## src/rtl/kwd_pkg.sv

```systemverilog
package kwd_pkg;
    typedef enum logic [1:0] {ST_OFF, ST_READY, ST_RUN} wd_state_e;

    localparam int AW = 6;
    localparam int DW = 16;

    localparam logic [AW-1:0] A_FEED  = 6'h00;
    localparam logic [AW-1:0] A_TMO   = 6'h04;
    localparam logic [AW-1:0] A_DIS1  = 6'h08;
    localparam logic [AW-1:0] A_DIS2  = 6'h0C;
    localparam logic [AW-1:0] A_STAT  = 6'h10;
    localparam logic [AW-1:0] A_CNT   = 6'h14;
    localparam logic [AW-1:0] A_DBG   = 6'h18;
    localparam logic [AW-1:0] A_RSTRT = 6'h1C;
    localparam logic [AW-1:0] A_EVT   = 6'h20;
    localparam logic [AW-1:0] A_MASK  = 6'h24;
    localparam logic [AW-1:0] A_FORCE = 6'h28;

    localparam logic [DW-1:0] K_FEED   = 16'hFEED;
    localparam logic [DW-1:0] K_DIS1   = 16'h0BAD;
    localparam logic [DW-1:0] K_DIS2   = 16'hCAFE;
    localparam logic [DW-1:0] K_RSTRT  = 16'hACED;
    localparam logic [DW-1:0] K_SCLR   = 16'hE8B4;
    localparam logic [DW-1:0] V_OFF    = 16'hDABE;
    localparam logic [DW-1:0] V_TIMED  = 16'hCFE8;
endpackage

```

## src/rtl/kwd_keys.sv

```systemverilog
module kwd_keys
    import kwd_pkg::*;
(
    input  logic          clk,
    input  logic          rst_n,
    input  logic          wr_en,
    input  logic [AW-1:0] addr,
    input  logic [DW-1:0] wdata,
    output logic          cmd_feed,
    output logic          cmd_restart,
    output logic          cmd_disable,
    output logic          cmd_stat_clr,
    output logic          armed_q
);
    logic key1_hit;

    always_comb begin
        key1_hit     = wr_en && (addr == A_DIS1) && (wdata == K_DIS1);
        cmd_feed     = wr_en && (addr == A_FEED) && (wdata == K_FEED);
        cmd_restart  = wr_en && (addr == A_RSTRT) && (wdata == K_RSTRT);
        cmd_disable  = wr_en && (addr == A_DIS2) && (wdata == K_DIS2) && armed_q;
        cmd_stat_clr = wr_en && (addr == A_STAT) && (wdata == K_SCLR);
    end

    // any write re-decides the arming; only the first key leaves it set
    always_ff @(posedge clk or negedge rst_n) begin
        if (!rst_n)     armed_q <= 1'b0;
        else if (wr_en) armed_q <= key1_hit;
    end
endmodule

```

## src/rtl/kwd_fsm.sv

```systemverilog
module kwd_fsm
    import kwd_pkg::*;
#(
    parameter int CW = 15
) (
    input  logic          clk,
    input  logic          rst_n,
    input  logic          tick_ok,
    input  logic          cmd_feed,
    input  logic          cmd_restart,
    input  logic          cmd_disable,
    input  logic [CW-1:0] tmo_val,
    output wd_state_e     state_q,
    output logic [CW-1:0] cnt_q,
    output logic          upd_q,
    output logic          warn,
    output logic          expire,
    output logic          rst_pulse_q
);
    wd_state_e state_d;
    logic      step;
    logic      load;

    always_comb begin
        state_d = state_q;
        unique case (state_q)
            ST_OFF:   if (cmd_restart) state_d = ST_READY;
            ST_READY: if (cmd_disable) state_d = ST_OFF;
                      else if (cmd_feed) state_d = ST_RUN;
            ST_RUN:   if (cmd_disable) state_d = ST_OFF;
            default:  state_d = ST_OFF;
        endcase
    end

    always_ff @(posedge clk or negedge rst_n) begin
        if (!rst_n) state_q <= ST_OFF;
        else        state_q <= state_d;
    end

    always_comb begin
        load   = cmd_feed && !cmd_disable && (state_q != ST_OFF);
        step   = (state_q == ST_RUN) && tick_ok && !cmd_feed && !cmd_disable;
        expire = step && (cnt_q == '0);
        warn   = step && (cnt_q == CW'(1));
    end

    always_ff @(posedge clk or negedge rst_n) begin
        if (!rst_n) begin
            cnt_q       <= '0;
            upd_q       <= 1'b0;
            rst_pulse_q <= 1'b0;
        end else begin
            rst_pulse_q <= expire;
            upd_q       <= load || step;
            if (load || expire) cnt_q <= tmo_val;
            else if (step)      cnt_q <= cnt_q - CW'(1);
        end
    end
endmodule

```

## src/rtl/kwd_irq.sv

```systemverilog
module kwd_irq
    import kwd_pkg::*;
(
    input  logic          clk,
    input  logic          rst_n,
    input  logic          wr_en,
    input  logic [AW-1:0] addr,
    input  logic          wbit0,
    input  logic          warn,
    output logic          event_q,
    output logic          mask_q,
    output logic          irq
);
    logic set_ev;
    logic ack_ev;

    always_comb begin
        set_ev = warn || (wr_en && (addr == A_FORCE) && wbit0);
        ack_ev = wr_en && (addr == A_EVT) && wbit0;
        irq    = event_q && mask_q;
    end

    always_ff @(posedge clk or negedge rst_n) begin
        if (!rst_n) begin
            event_q <= 1'b0;
            mask_q  <= 1'b0;
        end else begin
            if (set_ev)      event_q <= 1'b1;
            else if (ack_ev) event_q <= 1'b0;
            if (wr_en && (addr == A_MASK)) mask_q <= wbit0;
        end
    end
endmodule

```

## src/rtl/keyed_wdog.sv

```systemverilog
module keyed_wdog
    import kwd_pkg::*;
#(
    parameter int          CW          = 15,
    parameter logic [14:0] DEF_TIMEOUT = 15'd6000
) (
    input  logic          clk,
    input  logic          rst_n,
    input  logic          tick_en,
    input  logic          dbg_mode,
    input  logic          bus_wr,
    input  logic [AW-1:0] bus_addr,
    input  logic [DW-1:0] bus_wdata,
    output logic [DW-1:0] bus_rdata,
    output logic          irq,
    output logic          wdog_rst
);
    localparam int PADW = DW - CW - 1;

    wd_state_e     fsm_state;
    logic [CW-1:0] cnt_q;
    logic [CW-1:0] tmo_q;
    logic          upd_q, warn, expire;
    logic          cmd_feed, cmd_restart, cmd_disable, cmd_stat_clr, armed_q;
    logic          event_q, irq_mask_q;
    logic          stat_q, keep_q, tick_ok;

    kwd_keys u_keys (
        .clk(clk), .rst_n(rst_n), .wr_en(bus_wr), .addr(bus_addr), .wdata(bus_wdata),
        .cmd_feed(cmd_feed), .cmd_restart(cmd_restart), .cmd_disable(cmd_disable),
        .cmd_stat_clr(cmd_stat_clr), .armed_q(armed_q)
    );

    assign tick_ok = tick_en && (!dbg_mode || keep_q);

    kwd_fsm #(.CW(CW)) u_fsm (
        .clk(clk), .rst_n(rst_n), .tick_ok(tick_ok), .cmd_feed(cmd_feed),
        .cmd_restart(cmd_restart), .cmd_disable(cmd_disable), .tmo_val(tmo_q),
        .state_q(fsm_state), .cnt_q(cnt_q), .upd_q(upd_q), .warn(warn),
        .expire(expire), .rst_pulse_q(wdog_rst)
    );

    kwd_irq u_irq (
        .clk(clk), .rst_n(rst_n), .wr_en(bus_wr), .addr(bus_addr), .wbit0(bus_wdata[0]),
        .warn(warn), .event_q(event_q), .mask_q(irq_mask_q), .irq(irq)
    );

    always_ff @(posedge clk or negedge rst_n) begin
        if (!rst_n) begin
            tmo_q  <= DEF_TIMEOUT[CW-1:0];
            stat_q <= 1'b0;
            keep_q <= 1'b0;
        end else begin
            if (bus_wr && (bus_addr == A_TMO)) tmo_q  <= bus_wdata[CW-1:0];
            if (bus_wr && (bus_addr == A_DBG)) keep_q <= bus_wdata[0];
            if (expire)            stat_q <= 1'b1;
            else if (cmd_stat_clr) stat_q <= 1'b0;
        end
    end

    always_comb begin
        bus_rdata = '0;
        unique case (bus_addr)
            A_TMO:   bus_rdata = {{(DW-CW){1'b0}}, tmo_q};
            A_DIS2:  bus_rdata = (fsm_state == ST_OFF) ? V_OFF : '0;
            A_STAT:  bus_rdata = stat_q ? V_TIMED : '0;
            A_CNT:   bus_rdata = {upd_q, {PADW{1'b0}}, cnt_q};
            A_DBG:   bus_rdata = {{(DW-2){1'b0}}, dbg_mode, keep_q};
            A_EVT:   bus_rdata = {{(DW-1){1'b0}}, event_q};
            A_MASK:  bus_rdata = {{(DW-1){1'b0}}, irq_mask_q};
            default: bus_rdata = '0;
        endcase
    end
endmodule

```

## config.mk

```make
export PLATFORM = sky130hd
export DESIGN_NAME = keyed_wdog
export DESIGN_NICKNAME = d
export VERILOG_FILES = /design/src/rtl/kwd_pkg.sv /design/src/rtl/kwd_keys.sv /design/src/rtl/kwd_fsm.sv /design/src/rtl/kwd_irq.sv /design/src/rtl/keyed_wdog.sv
export SDC_FILE = /design/constraint.sdc
export NUM_CORES = 1
export LEC_CHECK = 0
export BUFFER_PORTS_ARGS = -buffer_cell sky130_fd_sc_hd__buf_2
export CORE_AREA = 10 10 84 86
export CTS_BUF_LIST = sky130_fd_sc_hd__clkbuf_4 sky130_fd_sc_hd__clkbuf_8 sky130_fd_sc_hd__clkbuf_16
export CTS_CLUSTER_SIZE = 28
export DETAILED_ROUTE_END_ITERATION = 10
export DIE_AREA = 0 0 94 96
export PLACE_DENSITY = 0.81
export SKIP_CTS_REPAIR_TIMING = 1
export SYNTH_ARGS = -nofsm -noshare
export SYNTH_HDL_FRONTEND = slang
export SYNTH_SLANG_ARGS = --single-unit
export TNS_END_PERCENT = 100
```

## constraint.sdc

```tcl
create_clock -name clk -period 2.3 [get_ports clk]
set_input_delay 0.23 -clock clk [delete_from_list [all_inputs] [get_ports clk]]
set_output_delay 0.23 -clock clk [all_outputs]
set_load 0.005 [all_outputs]
```

Word level (Yosys, flattened, before mapping)
Index checks and enable logic that the tools add are counted.
{"block": "op_classes", "muxes": 14, "addsub": 1, "reduce_logical": 42, "multipliers": 0, "order_cmp": 0, "n_eq_ne": 21, "shift": 0, "div_mod_pow": 0, "bitwise_logic": 0}
{"operator": "$pmux W16 S7", "n": 1}
{"operator": "$eq A16 B16 Y1 const B", "n": 4}
{"operator": "$mux W16", "n": 2}
{"operator": "$mux W15", "n": 2}
{"operator": "$logic_and A1 B1 Y1", "n": 27}
{"operator": "$eq A6 B5 Y1 const B", "n": 4}
{"operator": "$eq A6 B6 Y1 const B", "n": 3}
{"operator": "$eq A16 B12 Y1 const B", "n": 1}
{"operator": "$eq A15 B1 Y1 const B", "n": 1}
{"operator": "$logic_not A15 Y1", "n": 1}
{"operator": "$sub A15 B1 Y15 const B", "n": 1}
{"operator": "$eq A6 B4 Y1 const B", "n": 2}
{"operator": "$mux W2", "n": 4}
{"operator": "$reduce_bool A2 Y1", "n": 4}
{"operator": "$eq A6 B3 Y1 const B", "n": 1}
{"operator": "$logic_not A6 Y1", "n": 1}
{"operator": "$pmux W2 S3", "n": 1}
{"operator": "$logic_or A1 B1 Y1", "n": 4}
{"operator": "$mux W1", "n": 4}
{"operator": "$logic_not A1 Y1", "n": 3}
{"operator": "$ne A3 B1 Y1 const B", "n": 1}
{"operator": "$reduce_and A3 Y1", "n": 1}
{"operator": "$eq A2 B1 Y1 const B", "n": 1}
{"operator": "$eq A2 B2 Y1 const B", "n": 1}
{"operator": "other kinds (3)", "n": 3}
{"block": "word_totals", "mem_count": 0, "mem_bits_ro": 0, "regBits": 39, "ram_bits": 0, "latchBits": 0}

Depth between registers and ports, before layout
Gate-level depths: netlist of the first run.
{"block": "depth", "ltp_word": 9, "depth_mapped": 9, "mapped_depth_nobuf": 7}

By module
A second synthesis of the first run with hierarchy kept.
{"block": "hier_totals", "hier_cells": 251, "hier_area_um2": 2622.5}
{"module": "kwd_fsm", "cells_each": 128, "instances": 1, "seq_area_each_um2": 475.5, "area_each_um2": 1237.4}
{"module": "keyed_wdog", "cells_each": 82, "instances": 1, "seq_area_each_um2": 434.2, "area_each_um2": 1008.5}
{"module": "kwd_keys", "cells_each": 31, "instances": 1, "seq_area_each_um2": 25.0, "area_each_um2": 252.7}
{"module": "kwd_irq", "cells_each": 10, "instances": 1, "seq_area_each_um2": 50.0, "area_each_um2": 123.9}

Least setup slack after synthesis of the first run
No wires, ideal clock.
{"block": "synth_timing", "path_kind": "register to register", "startpoint": "register u_fsm.cnt_q[0]", "endpoint": "register u_fsm.cnt_q[3]", "required_ps": 2155, "slack_ps": 25, "synth_period_minus_slack_ps": 2275, "n_path_buf": 2, "path_stages_with_launch": 10, "setup_time_ps": 145, "t_arrival_ps": 2130, "path_cell_list": "dfrtp_1 inv_1 ha_1 or3b_2 buf_2 and4bb_4 buf_6 a31oi_1 o311ai_0 o211ai_1"}
{"block": "synth_between", "elab_chain_len": 4, "elab_cells_between_ends": 7}
{"item": "start, declared", "line_no": "kwd_fsm.sv:14", "source": "output logic [CW-1:0] cnt_q,"}
{"item": "start signal, assigned", "line_no": "kwd_fsm.sv:55", "source": "if (load || expire) cnt_q <= tmo_val;"}
{"item": "start signal, assigned", "line_no": "kwd_fsm.sv:56", "source": "else if (step) cnt_q <= cnt_q - CW'(1);"}
{"item": "parallel branches: the longest is 4 deep, another holds $sub A15 B1 Y15"}
Parallel ways; which one is timed is not known. The select of a mux whose other input is x is not followed.
A chain may end at the register's enable or synchronous reset.

Worst setup path in the final report of the first run
{"block": "layout_timing", "startpoint": "register u_fsm.cnt_q[1]", "endpoint": "register u_fsm.cnt_q[7]"}
The elaborated chain is that of the path after synthesis.

==> flow_summary.ini, run 1 <==
[clock_tree]
clk_pin_slew_worst_paths_ps = 80
numCtsBuffers = 5
clk_latency_ps = 300
clock-root-buffer = clkbuf_8
clock_path_buffers = 2
h-tree-depth = 2
cts_tree = built
cts.sinks = 39

[finish]
final_cell_area_um2 = 3310
fillers = 471
antennaDiodeCount = 0
ff_latch_area_um2 = 985
drive_above_1_share = 0.364
syn_to_final_growth_pct = 22.7
multiInputGateArea_um2 = 1600
nets = 380
finalCoreUtilization = 0.612

[worst_setup_path]
crit_required_ps = 2490
cp_top_family = simple AND/OR/NAND/NOR gates
cp.depth = 7
slowest_stage = or3b_4
path_class = reg2reg
path_max_fanout = 7
critPathCaptureType = flop
crit_path_start_kind = flop
cp_cell_sequence = inv_1 > ha_1 > or3b_4 > and4bb_4 > buf_4 > nor3_1 > a221o_1
ff2ff_path_depth = 7
path_buf_inv = 2
r2r-end = u_fsm.cnt_q[7]
crit_arrival_ps = 2380
rr_startpoint = u_fsm.cnt_q[1]
max_stage_delay_ps = 440
rrSetupSlack_ps = 110

[floorplanning]
io_pins = 45
dieArea_um2 = 9020
rows = 27
coreArea_um2 = 5410
die_x_um = 94
initial_core_util = 0.499
die_h_um = 96

[worst_hold_path]
hold_path.class = in2async

[detailed_routing]
wl_mm = 8.64
drc_errors = 0
wl_per_cell_um = 20.4
drtPass1Iterations = 5
drt_iter0_markers = 219
vias = 2807
antenna_left = 0
via_per_inst = 6.62

[sta]
finClkSkew_ps = 6.95
max_freq_mhz = 457
drv_slew = 0
max_slew_margin = 0.404
hold_ws_ps = 48.6
setup_viol = 0
worstMarginPinSlew_ps = 893
period_needed_ps = 2190
period_share = 0.952
rsz0062_at_grt = no
hold_viol = 0
fin_setup_tns_ps = 0

[logic_synthesis]
synth.top_cells.by_area = dfrtp_1 30%, mux2_2 7.1%, dfstp_2 6.8%
ys.warnings.count = 0
avgSynthCellArea_um2 = 9.56
netlist_area_um2 = 2700
yosys_register_bits = 39
ys_seq_area_frac = 0.365
synth_cells = 282
synth_top_area_frac = 0.297
yosysUniqueCellTypes = 73
synth_top_flop_cell = dfrtp_1
async_flop_share = 1.00
syn-num-nets = 311
synth-edff-count = 0
yosysTopAreaCell = dfrtp_1

[global_route]
top_usage_layer = met2
grt-ovfl-total = 0
met1_usage = 0.249
grt_pass1_vias = 2688
use_met2 = 0.292
antenna_found_initial = 0
grtUsageMet3 = 0.0482
grt_max_degree = 40
track_usage = 0.190
grt_pass1_wl_mm = 13.7

[power_and_ir_drop]
power.leakage_nw = 1.51
vdd.ir_drop.worst_v = 0.000492
pwr_density_cell_nw_per_um2 = 462

[place]
place.gp.congestion = 0.948
place_hpwl_mm = 6.56
port_buffers = 44
placed_cell_area_um2 = 3150

[status]
status = completed

[run]
drv_cap = 0
[registers in the layout, indices dropped and copies added, names as in the netlist]
name	flops
keep_q	1
stat_q	1
tmo_q	15
u_fsm.cnt_q	15
u_fsm.rst_pulse_q	1
u_fsm.state_q	2
u_fsm.upd_q	1
u_irq.event_q	1
u_irq.mask_q	1
u_keys.armed_q	1
[through the flow]
step	power, mW	setup slack, ps	cells
3_5_place_dp	0.946	21.2	412
6_report	1.53	111	424
2_1_floorplan	0.851	25.4	282
4_1_cts	1.53	6.50	420
3_3_place_gp	0.940	94.5	412
5_1_grt	1.58	68.6	424
[where the power goes]
group | switching, mW | total [mW] | internal [mW]
combinational | 0.0777 | 0.147 | 0.0695
sequential | 0.0490 | 0.789 | 0.740
clock | 0.269 | 0.593 | 0.323
[per-layer routing]
metal | routed length, µm | part of all wire | vias up
met4 | 342 | 0.040 | 0
li1 | - | - | 1251
met3 | 838 | 0.097 | 34
met2 | 3840 | 0.44 | 188
met1 | 3620 | 0.42 | 1334
met5 | 0 | 0 | -
[layout make-up]
class | instances | area share
Sequential cell | 39 | 0.298
Tap cell | 72 | 0.0272
Timing Repair Buffer | 76 | 0.143
Multi-Input combinational cell | 217 | 0.484
Inverter | 12 | 0.0136
Clock buffer | 5 | 0.0208
Clock inverter | 3 | 0.0132
[how the worst max path moves through the flow]
stage	startpoint	end	slack, ps
after floorplan	u_fsm.cnt_q[0]	u_fsm.cnt_q[3]	30
after global placement	u_fsm.cnt_q[1]	u_fsm.cnt_q[3]	90
after detailed placement	u_fsm.cnt_q[1]	u_fsm.cnt_q[3]	20
after CTS	u_fsm.cnt_q[1]	u_fsm.cnt_q[13]	6
after global routing	u_fsm.cnt_q[1]	u_fsm.cnt_q[7]	70
final	u_fsm.cnt_q[1]	u_fsm.cnt_q[7]	110
[cells by family (layout without fill, tap and decap cells)]
family          after synthesis  count (layout)  share of synthesized area
simple gates                126             127                      0.299
flops                        39              39                      0.365
fa+ha+maj                     2               2                    0.00928
compound gates               71              71                      0.208
buf+inv                      27              96                     0.0474
mux                          17              17                     0.0710
[Yosys cell counts (3+ instances only)]
| master | number |
|---|---|
| a21o_1 | 3 |
| a21oi_1 | 6 |
| a221o_1 | 9 |
| a22oi_1 | 8 |
| a31oi_1 | 5 |
| and4_1 | 4 |
| buf_2 | 6 |
| clkbuf_1 | 6 |
| dfrtp_1 | 32 |
| dfstp_2 | 7 |
| inv_1 | 12 |
| mux2_2 | 17 |
| nand2_1 | 25 |
| nand2b_1 | 4 |
| nand3_1 | 7 |
| nand4_1 | 8 |
| nand4b_1 | 4 |
| nor2_1 | 18 |
| nor2b_1 | 3 |
| nor3_1 | 9 |
| nor4_1 | 6 |
| o211ai_1 | 4 |
| o21ai_0 | 8 |
| or3_1 | 7 |
[cell usage in the layout, fill, tap and decap left out, drive strengths merged, types with 3 or more instances in the layout]
master and count:
or4b 3, a21o 3, and4 4, and4bb 4
a31oi 5, nor3 12, nand4b 4, clkbuf 5
nand3 7, a221o 9, inv 12, nor4 8
nand2b 4, buf 76, a22oi 8, nor2 18
nand4 9, a21oi 6, dfrtp 32, mux2 17
o311ai 3, nor2b 3, o211ai 4, or3 7
dfstp 7, nand2 26, o21ai 9
[worst reg2reg max path: cells and delay by family (launching register included)]
family / cells / cell delay, ps
AO/OA/AOI/OAI: 1 / 340
adder cells (fa/ha/maj): 1 / 190
buffers and inverters: 2 / 230
flip-flops: 1 / 410
AND/OR/NAND/NOR: 3 / 920
(Power assumes the default switching activity.)
==> run 2: changes to the inputs <==
--- a/config.mk
+++ b/config.mk
@@ -11,6 +11,7 @@
 export CTS_CLUSTER_SIZE = 28
 export DETAILED_ROUTE_END_ITERATION = 10
 export DIE_AREA = 0 0 94 96
+export MAX_ROUTING_LAYER = met4
 export PLACE_DENSITY = 0.81
 export SKIP_CTS_REPAIR_TIMING = 1
 export SYNTH_ARGS = -nofsm -noshare
==> flow_summary.ini, run 2 (synthesis results as in run 1) <==
[status]
status = completed

[power_and_ir_drop]
vdd.ir_drop.worst_v = 0.000286
power.leakage_nw = 1.46
pwr_density_cell_nw_per_um2 = 448
power_mw = 1.45

[clock_tree]
clk_latency_ps = 300
h-tree-depth = 2
clk_pin_slew_worst_paths_ps = 100
clock-root-buffer = clkbuf_8
numCtsBuffers = 5
cts.sinks = 39
clock_path_buffers = 2
cts_tree = built

[worst_setup_path]
path_buf_inv = 1
crit_path_start_kind = flop
critPathCaptureType = flop
crit_arrival_ps = 2330
cp_top_family = simple AND/OR/NAND/NOR gates
path_class = reg2reg
slowest_stage = or3b_4
crit_required_ps = 2490
max_stage_delay_ps = 440
path_max_fanout = 7
cp_cell_sequence = inv_1 > ha_1 > or3b_4 > and4bb_2 > a31oi_1 > o211a_1

[finish]
nets = 375
final_common_cell = buf_2
reg_top3 = tmo_q x15, u_fsm.cnt_q x15, u_fsm.state_q x2
syn_to_final_growth_pct = 20.1
final_cell_mix = 44 x buf_2, 32 x dfrtp_1, 27 x buf_4
antennaDiodeCount = 0
final_cell_area_um2 = 3240
drive_above_1_share = 0.354

[run]
drv_cap = 0

[global_route]
grt-ovfl-total = 0
track_usage = 0.211
antenna_found_initial = 0
grt_pass1_vias = 2771
grt_pass1_wl_mm = 14.7
grt_max_degree = 40

[floorplanning]
coreArea_um2 = 5410
die_x_um = 94
initial_core_util = 0.499
die_h_um = 96
rows = 27
dieArea_um2 = 9020
io_pins = 45

[sta]
finClkSkew_ps = 12.1
max_slew_margin = 0.376
worstMarginPinSlew_ps = 936
max_freq_mhz = 467
rsz0062_at_grt = no
drv_slew = 0
period_share = 0.930
period_needed_ps = 2140
setup_viol = 0
hold_viol = 0
fin_setup_tns_ps = 0

[place]
place_hpwl_mm = 6.82
place.gp.congestion = 0.997
placed_cell_area_um2 = 3130
port_buffers = 44

[detailed_routing]
drtPass1Iterations = 5
vias = 2742
via_per_inst = 6.54
wl_mm = 9.01
drt_iter0_markers = 252
drc_errors = 0
wl_per_cell_um = 21.5
antenna_left = 0

[worst_hold_path]
hold_path.class = in2async
run 2: cell types whose count changed in the layout (fill, tap and decap cells not counted), sizes merged:
cell,previous run,this run
buf,76,71
clkinv,2,0
clkinvlp,0,2
bufinv,1,0
inv,12,13
run 2: worst paths after layout:
path	slack, ps	startpoint	depth (start not counted)	to
setup / recovery	160	u_fsm.cnt_q[1]	6	u_fsm.cnt_q[10]
hold / removal	60	rst_n	1	u_fsm.cnt_q[8]
setup reg to reg	160	u_fsm.cnt_q[1]	6	u_fsm.cnt_q[10]
hold reg to reg	490	u_keys.armed_q	1	u_keys.armed_q
max in group asynchronous	1650	rst_n	1	u_fsm.upd_q
min in group clk	180	bus_wdata[2]	2	tmo_q[2]
run 2: layout make-up:
type	count	area [µm²]
Tap cell	72	90.1
Fill cell	497	2170
Multi-Input combinational cell	217	1600
Clock inverter	3	23.8
Sequential cell	39	985
Clock buffer	5	68.8
Inverter	12	45.0
Timing Repair Buffer	71	423
run 2: routing by layer:
layer,vias to the layer above,global-route usage,part of all wire
met5,-,-,0
met3,29,0.0436,0.079
met4,0,0.0772,0.032
met1,1316,0.275,0.44
li1,1240,-,-
met2,157,0.316,0.45
run 2: through the flow:
step            util  cells  setup WS [ps]  hold WS (ps)
2_1_floorplan      -    282           25.4         -65.6
3_3_place_gp   0.578    410            104           399
3_5_place_dp   0.578    410           49.9           414
4_1_cts        0.595    418           16.0          91.2
5_1_grt        0.599    419           49.9           127
6_report       0.599    419            160          60.6
run 2: power breakdown:
group | total, mW | switching, mW | internal, mW
Sequential | 0.788 | 0.0479 | 0.740
Clock | 0.509 | 0.292 | 0.218
Combinational | 0.154 | 0.0819 | 0.0717
Total | 1.45 | 0.422 | 1.03
